## config.mk

```make
export PLATFORM = sky130hd
export DESIGN_NAME = bus_split_unit
export DESIGN_NICKNAME = d
export VERILOG_FILES = /design/src/rtl/bsu_pkg.sv /design/src/rtl/bsu_plan.sv /design/src/rtl/bsu_lane.sv /design/src/rtl/bus_split_unit.sv
export SDC_FILE = /design/constraint.sdc
export NUM_CORES = 1
export LEC_CHECK = 0
export BUFFER_PORTS_ARGS = -buffer_cell sky130_fd_sc_hd__buf_4
export CORE_MARGIN = 4
export CORE_UTILIZATION = 56
export CTS_CLUSTER_DIAMETER = 150
export DETAILED_ROUTE_END_ITERATION = 10
export GPL_ROUTABILITY_DRIVEN = 0
export GPL_TIMING_DRIVEN = 0
export HOLD_SLACK_MARGIN = 0.06
export PLACE_DENSITY = 0.82
export SLEW_MARGIN = 20
export SYNTH_ARGS = -nofsm -noshare
export SYNTH_HDL_FRONTEND = slang
export SYNTH_SLANG_ARGS = --single-unit
```

## constraint.sdc

```tcl
create_clock -name clk -period 6.7 [get_ports clk]
set_clock_uncertainty 0.2 [all_clocks]
set_input_delay 0.67 -clock clk [delete_from_list [all_inputs] [get_ports clk]]
set_output_delay 0.67 -clock clk [all_outputs]
set_load 0.05 [all_outputs]
```

## src/rtl/bsu_pkg.sv

```systemverilog
package bsu_pkg;
  typedef enum logic [1:0] {
    ST_IDLE   = 2'd0,
    ST_FIRST  = 2'd1,
    ST_SECOND = 2'd2
  } bsu_state_e;
endpackage

```

## src/rtl/bsu_plan.sv

```systemverilog
// Computes the lane window of the current beat from the operand offset and length.
module bsu_plan #(
  parameter int unsigned LANES      = 8,
  parameter int unsigned WORD_BYTES = 4,
  localparam int unsigned LW = $clog2(LANES),
  localparam int unsigned CW = LW + 1,
  localparam int unsigned WL = $clog2(WORD_BYTES)
) (
  input  logic [LW-1:0] off,
  input  logic [CW-1:0] nbytes,
  input  logic          second,
  output logic [LW-1:0] lane,
  output logic [CW-1:0] cnt,
  output logic [CW-1:0] opidx,
  output logic          split
);
  localparam logic [CW-1:0] WB_C = CW'(WORD_BYTES);

  logic [CW-1:0] woff;
  logic [CW-1:0] head_cnt;
  logic [LW-1:0] next_word;

  always_comb begin
    woff      = {{(CW-WL){1'b0}}, off[WL-1:0]};
    head_cnt  = WB_C - woff;
    split     = (nbytes <= WB_C) && ((woff + nbytes) > WB_C);
    next_word = {off[LW-1:WL], {WL{1'b0}}} + LW'(WORD_BYTES);
    if (second) begin
      lane  = next_word;
      cnt   = nbytes - head_cnt;
      opidx = head_cnt;
    end else begin
      lane  = off;
      cnt   = split ? head_cnt : nbytes;
      opidx = '0;
    end
  end
endmodule

```

## src/rtl/bsu_lane.sv

```systemverilog
// Steers write bytes onto lanes and gathers read lanes into the operand.
module bsu_lane #(
  parameter int unsigned LANES = 8,
  localparam int unsigned LW = $clog2(LANES),
  localparam int unsigned CW = LW + 1,
  localparam int unsigned DW = LANES * 8
) (
  input  logic [LW-1:0] lane,
  input  logic [CW-1:0] cnt,
  input  logic [CW-1:0] opidx,
  input  logic [CW-1:0] nbytes,
  input  logic [DW-1:0] opw,
  input  logic [DW-1:0] rdat,
  input  logic [DW-1:0] acc_i,
  output logic [DW-1:0] wlanes,
  output logic [LANES-1:0] be,
  output logic [DW-1:0] acc_o
);
  logic [CW-1:0] lane_c;
  assign lane_c = {1'b0, lane};

  for (genvar k = 0; k < LANES; k++) begin : g_wlane
    logic [CW-1:0] idx;
    logic [CW-1:0] pos;
    logic          act;
    always_comb begin
      act = (CW'(k) >= lane_c) && (CW'(k) < (lane_c + cnt));
      idx = CW'(k) - lane_c + opidx;
      pos = nbytes - CW'(1) - idx;
      be[k] = act;
      wlanes[DW-1-8*k -: 8] = act ? opw[{pos[LW-1:0], 3'b000} +: 8] : 8'h00;
    end
  end

  for (genvar p = 0; p < LANES; p++) begin : g_gather
    logic [CW-1:0] idx;
    logic [LW-1:0] src;
    logic          hit;
    always_comb begin
      idx = nbytes - CW'(1) - CW'(p);
      hit = (CW'(p) < nbytes) && (idx >= opidx) && (idx < (opidx + cnt));
      src = lane + LW'(idx - opidx);
      acc_o[8*p +: 8] = hit ? rdat[{~src, 3'b000} +: 8] : acc_i[8*p +: 8];
    end
  end
endmodule

```

## src/rtl/bus_split_unit.sv

```systemverilog
module bus_split_unit
  import bsu_pkg::*;
#(
  parameter int unsigned AW         = 32,
  parameter int unsigned LANES      = 8,
  parameter int unsigned WORD_BYTES = 4,
  localparam int unsigned LW = $clog2(LANES),
  localparam int unsigned CW = LW + 1,
  localparam int unsigned DW = LANES * 8,
  localparam int unsigned WL = $clog2(WORD_BYTES)
) (
  input  logic             clk,
  input  logic             rst_n,
  input  logic             req_valid,
  output logic             req_ready,
  input  logic [AW-1:0]    req_addr,
  input  logic [1:0]       req_size,
  input  logic             req_write,
  input  logic [DW-1:0]    req_wdata,
  output logic             beat_valid,
  input  logic             beat_ack,
  output logic [AW-1:0]    beat_addr,
  output logic [3:0]       beat_tsiz,
  output logic [LANES-1:0] beat_be,
  output logic             beat_write,
  output logic [DW-1:0]    beat_wdata,
  input  logic [DW-1:0]    beat_rdata,
  output logic             done,
  output logic [DW-1:0]    rdata,
  output logic             err
);
  // reset: asserted asynchronously, released on the clock
  logic [1:0] rst_pipe;
  logic       rst_q;
  always_ff @(posedge clk or negedge rst_n) begin
    if (!rst_n) rst_pipe <= 2'b00;
    else        rst_pipe <= {rst_pipe[0], 1'b1};
  end
  assign rst_q = rst_pipe[1];

  bsu_state_e    state_q, state_d;
  logic [AW-1:0] addr_q;
  logic [CW-1:0] nbytes_q, req_nbytes;
  logic          write_q;
  logic [DW-1:0] wdata_q;
  logic [DW-1:0] acc_q, acc_d, acc_gather;
  logic          done_d, done_q, err_d, err_q;
  logic          accept, bad_dw, load_en, acc_en;

  logic [LW-1:0] p_lane;
  logic [CW-1:0] p_cnt, p_opidx;
  logic          p_split, second;

  assign req_nbytes = CW'(1) << req_size;
  assign bad_dw     = (req_size == 2'd3) && (req_addr[LW-1:0] != '0);
  assign req_ready  = (state_q == ST_IDLE);
  assign accept     = req_valid && req_ready;
  assign load_en    = accept && !bad_dw;
  assign second     = (state_q == ST_SECOND);

  bsu_plan #(.LANES(LANES), .WORD_BYTES(WORD_BYTES)) u_plan (
    .off    (addr_q[LW-1:0]),
    .nbytes (nbytes_q),
    .second (second),
    .lane   (p_lane),
    .cnt    (p_cnt),
    .opidx  (p_opidx),
    .split  (p_split)
  );

  bsu_lane #(.LANES(LANES)) u_lane (
    .lane   (p_lane),
    .cnt    (p_cnt),
    .opidx  (p_opidx),
    .nbytes (nbytes_q),
    .opw    (wdata_q),
    .rdat   (beat_rdata),
    .acc_i  (acc_q),
    .wlanes (beat_wdata),
    .be     (beat_be),
    .acc_o  (acc_gather)
  );

  assign beat_valid = (state_q != ST_IDLE);
  assign beat_write = write_q;
  assign beat_tsiz  = {1'b0, p_cnt[2:0]};
  assign beat_addr  = second
                    ? ({addr_q[AW-1:WL], {WL{1'b0}}} + AW'(WORD_BYTES))
                    : addr_q;
  assign done  = done_q;
  assign err   = err_q;
  assign rdata = acc_q;

  // next-state
  always_comb begin
    state_d = state_q;
    done_d  = 1'b0;
    err_d   = accept && bad_dw;
    acc_en  = 1'b0;
    acc_d   = acc_q;
    case (state_q)
      ST_IDLE: begin
        if (load_en) begin
          state_d = ST_FIRST;
          acc_en  = 1'b1;
          acc_d   = '0;
        end
      end
      ST_FIRST: begin
        if (beat_ack) begin
          acc_en  = !write_q;
          acc_d   = acc_gather;
          state_d = p_split ? ST_SECOND : ST_IDLE;
          done_d  = !p_split;
        end
      end
      ST_SECOND: begin
        if (beat_ack) begin
          acc_en  = !write_q;
          acc_d   = acc_gather;
          state_d = ST_IDLE;
          done_d  = 1'b1;
        end
      end
      default: state_d = ST_IDLE;
    endcase
  end

  // registers
  always_ff @(posedge clk or negedge rst_q) begin
    if (!rst_q) begin
      state_q <= ST_IDLE;
      done_q  <= 1'b0;
      err_q   <= 1'b0;
    end else begin
      state_q <= state_d;
      done_q  <= done_d;
      err_q   <= err_d;
    end
  end

  always_ff @(posedge clk or negedge rst_q) begin
    if (!rst_q) begin
      addr_q   <= '0;
      nbytes_q <= CW'(1);
      write_q  <= 1'b0;
      wdata_q  <= '0;
    end else if (load_en) begin
      addr_q   <= req_addr;
      nbytes_q <= req_nbytes;
      write_q  <= req_write;
      wdata_q  <= req_wdata;
    end
  end

  always_ff @(posedge clk or negedge rst_q) begin
    if (!rst_q)      acc_q <= '0;
    else if (acc_en) acc_q <= acc_d;
  end

  // assertions
  AST_SIZE_CODE_MATCHES_BE: assert property (@(posedge clk) disable iff (!rst_q)
    beat_valid |-> ($countones(beat_be) == ((beat_tsiz == 4'd0) ? LANES : int'(beat_tsiz))));
  AST_FIRST_LANE_ENABLED: assert property (@(posedge clk) disable iff (!rst_q)
    beat_valid |-> beat_be[beat_addr[LW-1:0]]);
  AST_NO_WORD_CROSS: assert property (@(posedge clk) disable iff (!rst_q)
    (beat_valid && beat_tsiz != 4'd0) |-> ((beat_addr[WL-1:0] + beat_tsiz[2:0]) <= 3'(WORD_BYTES)));
  AST_DONE_AFTER_ACK: assert property (@(posedge clk) disable iff (!rst_q)
    $rose(done) |-> $past(beat_valid && beat_ack));
  AST_ERR_NO_BEAT: assert property (@(posedge clk) disable iff (!rst_q)
    err |-> (!beat_valid && !done));
  AST_BUSY_NOT_READY: assert property (@(posedge clk) disable iff (!rst_q)
    beat_valid |-> !req_ready);
  AST_BEAT_HELD: assert property (@(posedge clk) disable iff (!rst_q)
    (beat_valid && !beat_ack) |=> (beat_valid && $stable(beat_addr) && $stable(beat_tsiz)
                                   && $stable(beat_be) && $stable(beat_wdata)));
endmodule

```

==> run metrics <==
wire per inst=26.05 um; remaining antenna violation count=0; Clock Sinks=171; Core Area=27100 sq um; Overall Global Routing Usage=0.3512; post-route minimum period=6.560 ns; syn_area_per_cell=11.60 sq um; clk_lat worst skew=0.45 ns; Post-synth EDFFs=0; Die Wd=174.5 um; Final Util=0.7208; Crit path arrival time=5.69 ns; Ys Warns=0; #FFs+latches synth=171; run status=finished, final reports clean; Antenna Cells=0; Vias/cell=6.701; asr flop ratio synth=1.000; Layout Nets=1951; commonest non-fill, non-tap cell in the layout=buf_4; worst reg2reg path depth=23; first-pass GRT wire length=82600 um; CP Data Required Time=5.83 ns; 1st-pass router iterations=6; most frequent cells in the layout=357 x buf_4, 169 x dfrtp_1, 154 x mux4_2; Tcrit/Tclk final=0.9791; drt drc=0; kind of critical path=reg2out; unrepaired setup endpoints after global routing=false; CTS Root Cell=clkbuf_16; most used cell, CP=ha_1; cell row count=60; worst-path maximum fanout=12; Initial Util=0.5725; H-tree levels=4; Via Count=14.04k; Area Growth Syn to Fin=25.91%; final setup TNS=0 ns; CTS Buf Count=17; multi-input gate area in the final layout=10720 sq um; Post-Syn Nets=1578; clock-pin slew on the worst setup and hold paths=0.09 ns; CTS tree=done; die height=174.5 um; Fillers=1865; antenna violations before repair=0; Hold Crit Class=reg2reg; die area=30430 sq um; fmax=152.4 MHz; main area contributors after synthesis=dfrtp_1 27%, mux4_2 22%, mux2_2 8.9%; initial detailed-routing violation count=2077; layout cells sized above 1=0.4295; post-DP HPWL=41090 um; Cell variety after synth=70; Post-synth top flop=dfrtp_1; total wire length=54570 um; Clock Path Buffers=2; io pins=344; Slew headroom=0.2588; Yosys top cell by area=dfrtp_1; PortBufs=342; Largest stage delay, worst path=0.73 ns; worst-path cell with the longest stage delay=dfstp_4; Seq/Total Area, Yosys=0.2759; startpoint types=register; Synth top area share=0.2742; Synth Instances=1337; Crit. End Element=output pin; gr ovfl total=0; vias in the first global route=14.34k; worst-path cell chain=clkinvlp_4 -> buf_4 -> ha_1 -> inv_1 -> ha_1 -> inv_1 -> fa_1 -> ha_1 -> xor2_1 -> xnor2_2 -> buf_2 -> mux2i_1 -> nor2_1 -> buf_4; largest net degree at the start of global routing=57; max-cap violation count=0; Mapped Area=15510 sq um; hold path cells=0; Final Hold Slack=0.1563 ns; Fin. Hold Viols=0; fin. max-slew vios=0; register area=4288 sq um; Tightest Pin Transition=1.107 ns; setup violators final=0
final cells by class:
cell class / instances / share of cell area
Sequential cell: 171 / 0.2195
Timing Repair Buffer: 355 / 0.1410
Inverter: 63 / 0.01230
Clock inverter: 15 / 0.009415
Tap cell: 372 / 0.02383
Clock buffer: 17 / 0.02178
Multi-Input combinational cell: 1010 / 0.5486
Buffer: 92 / 0.02351
flip-flops by register name, summed over array words and instances, names as in the netlist:
signal	flops
beat_write	1
addr_q	32
wdata_q	64
err	1
rdata	64
nbytes_q	4
done	1
state_q	2
rst_pipe	2
per-layer routing:
metal / GRT usage / vias to the layer above / wire length [um]
li1: - / 5816 / -
met1: 0.4208 / 6766 / 18750
met2: 0.5653 / 1208 / 25420
met3: 0.1105 / 248 / 6895
met4: 0.1947 / 0 / 3502
met5: 0 / - / 0
path summary, 6_finish.rpt:
kind / startpoint / endpoint / slack, ns
worst max-delay path: nbytes_q[0] / beat_wdata[40] / 0.14
worst min-delay path: rst_pipe[0] / rst_pipe[1] / 0.16
worst max register to register: nbytes_q[0] / rdata[29] / 0.21
worst min register to register: rst_pipe[0] / rst_pipe[1] / 0.16
max in group asynchronous: rst_pipe[1] / addr_q[0] / 5.15
min in group asynchronous: rst_pipe[1] / addr_q[21] / 0.19
timing repair:
item,4_1_cts,5_1_grt
endpoints found under the setup margin,136,93
setup buffers,0,8
gates resized for setup,13,19
pin swaps,0,2
hold endpoints to repair,13,0
hold buffers,2,0
cloned,0,0
synthesized netlist by cell type (3+ instances only):
master / n
nand4_1: 6
nor2b_1: 21
o21ai_0: 24
mux2_2: 122
xnor2_2: 3
xnor2_1: 48
dfrtp_1: 170
buf_2: 12
nor3_1: 14
buf_6: 7
nand3_1: 23
inv_1: 61
o31ai_2: 3
a21oi_1: 29
a21o_1: 5
a211oi_1: 3
o211ai_1: 35
mux4_1: 6
a211o_1: 3
a21boi_0: 4
xor2_1: 17
o2bb2ai_1: 8
nor3b_1: 4
buf_4: 9
buf_1: 16
clkbuf_1: 49
mux2i_1: 120
o21a_1: 6
and4_1: 4
fa_1: 16
o31ai_1: 4
o22ai_1: 9
a22o_1: 10
ha_1: 58
and3_1: 11
mux4_2: 154
a221o_1: 9
nor2_1: 112
nand2_1: 79
through the flow:
stage / instance area (sq um) / std cells / worst slack [ns]
4_1_cts: 19370 / 2087 / 0.04683
6_report: 19540 / 2095 / 0.1402
3_3_place_gp: 18550 / 2051 / -1.060
5_1_grt: 19540 / 2095 / 0.01532
2_1_floorplan: 15510 / 1337 / 0.1675
3_5_place_dp: 18680 / 2054 / -1.170
worst max-delay path: cells and delay by family, from the launching register on:
| kind | cells | cell delay [ns] |
|---|---|---|
| xor gates and xnor gates | 2 | 0.80 |
| DFF | 1 | 0.73 |
| muxes | 1 | 0.41 |
| and+or+nand+nor | 1 | 0.10 |
| buffers and inverters | 6 | 1.53 |
| adders and majority gates | 4 | 1.66 |
cell families (layout without fill, tap and decap cells):
| kind of cell | count (synthesis) | after routing | share of synthesized area |
|---|---|---|---|
| XOR/XNOR | 70 | 70 | 0.04266 |
| adder cells (fa/ha/maj) | 78 | 78 | 0.07016 |
| AND/OR/NAND/NOR | 283 | 283 | 0.08266 |
| multiplexers | 402 | 402 | 0.3997 |
| flip-flops | 171 | 171 | 0.2759 |
| buffers and inverters | 156 | 542 | 0.04427 |
| AO/OA/AOI/OAI | 175 | 175 | 0.08420 |
| other | 2 | 2 | 0.0004841 |
Power is left out: the tool's default activity adds up to more than one toggle a clock period on the data nets, which glitch-free logic cannot reach.
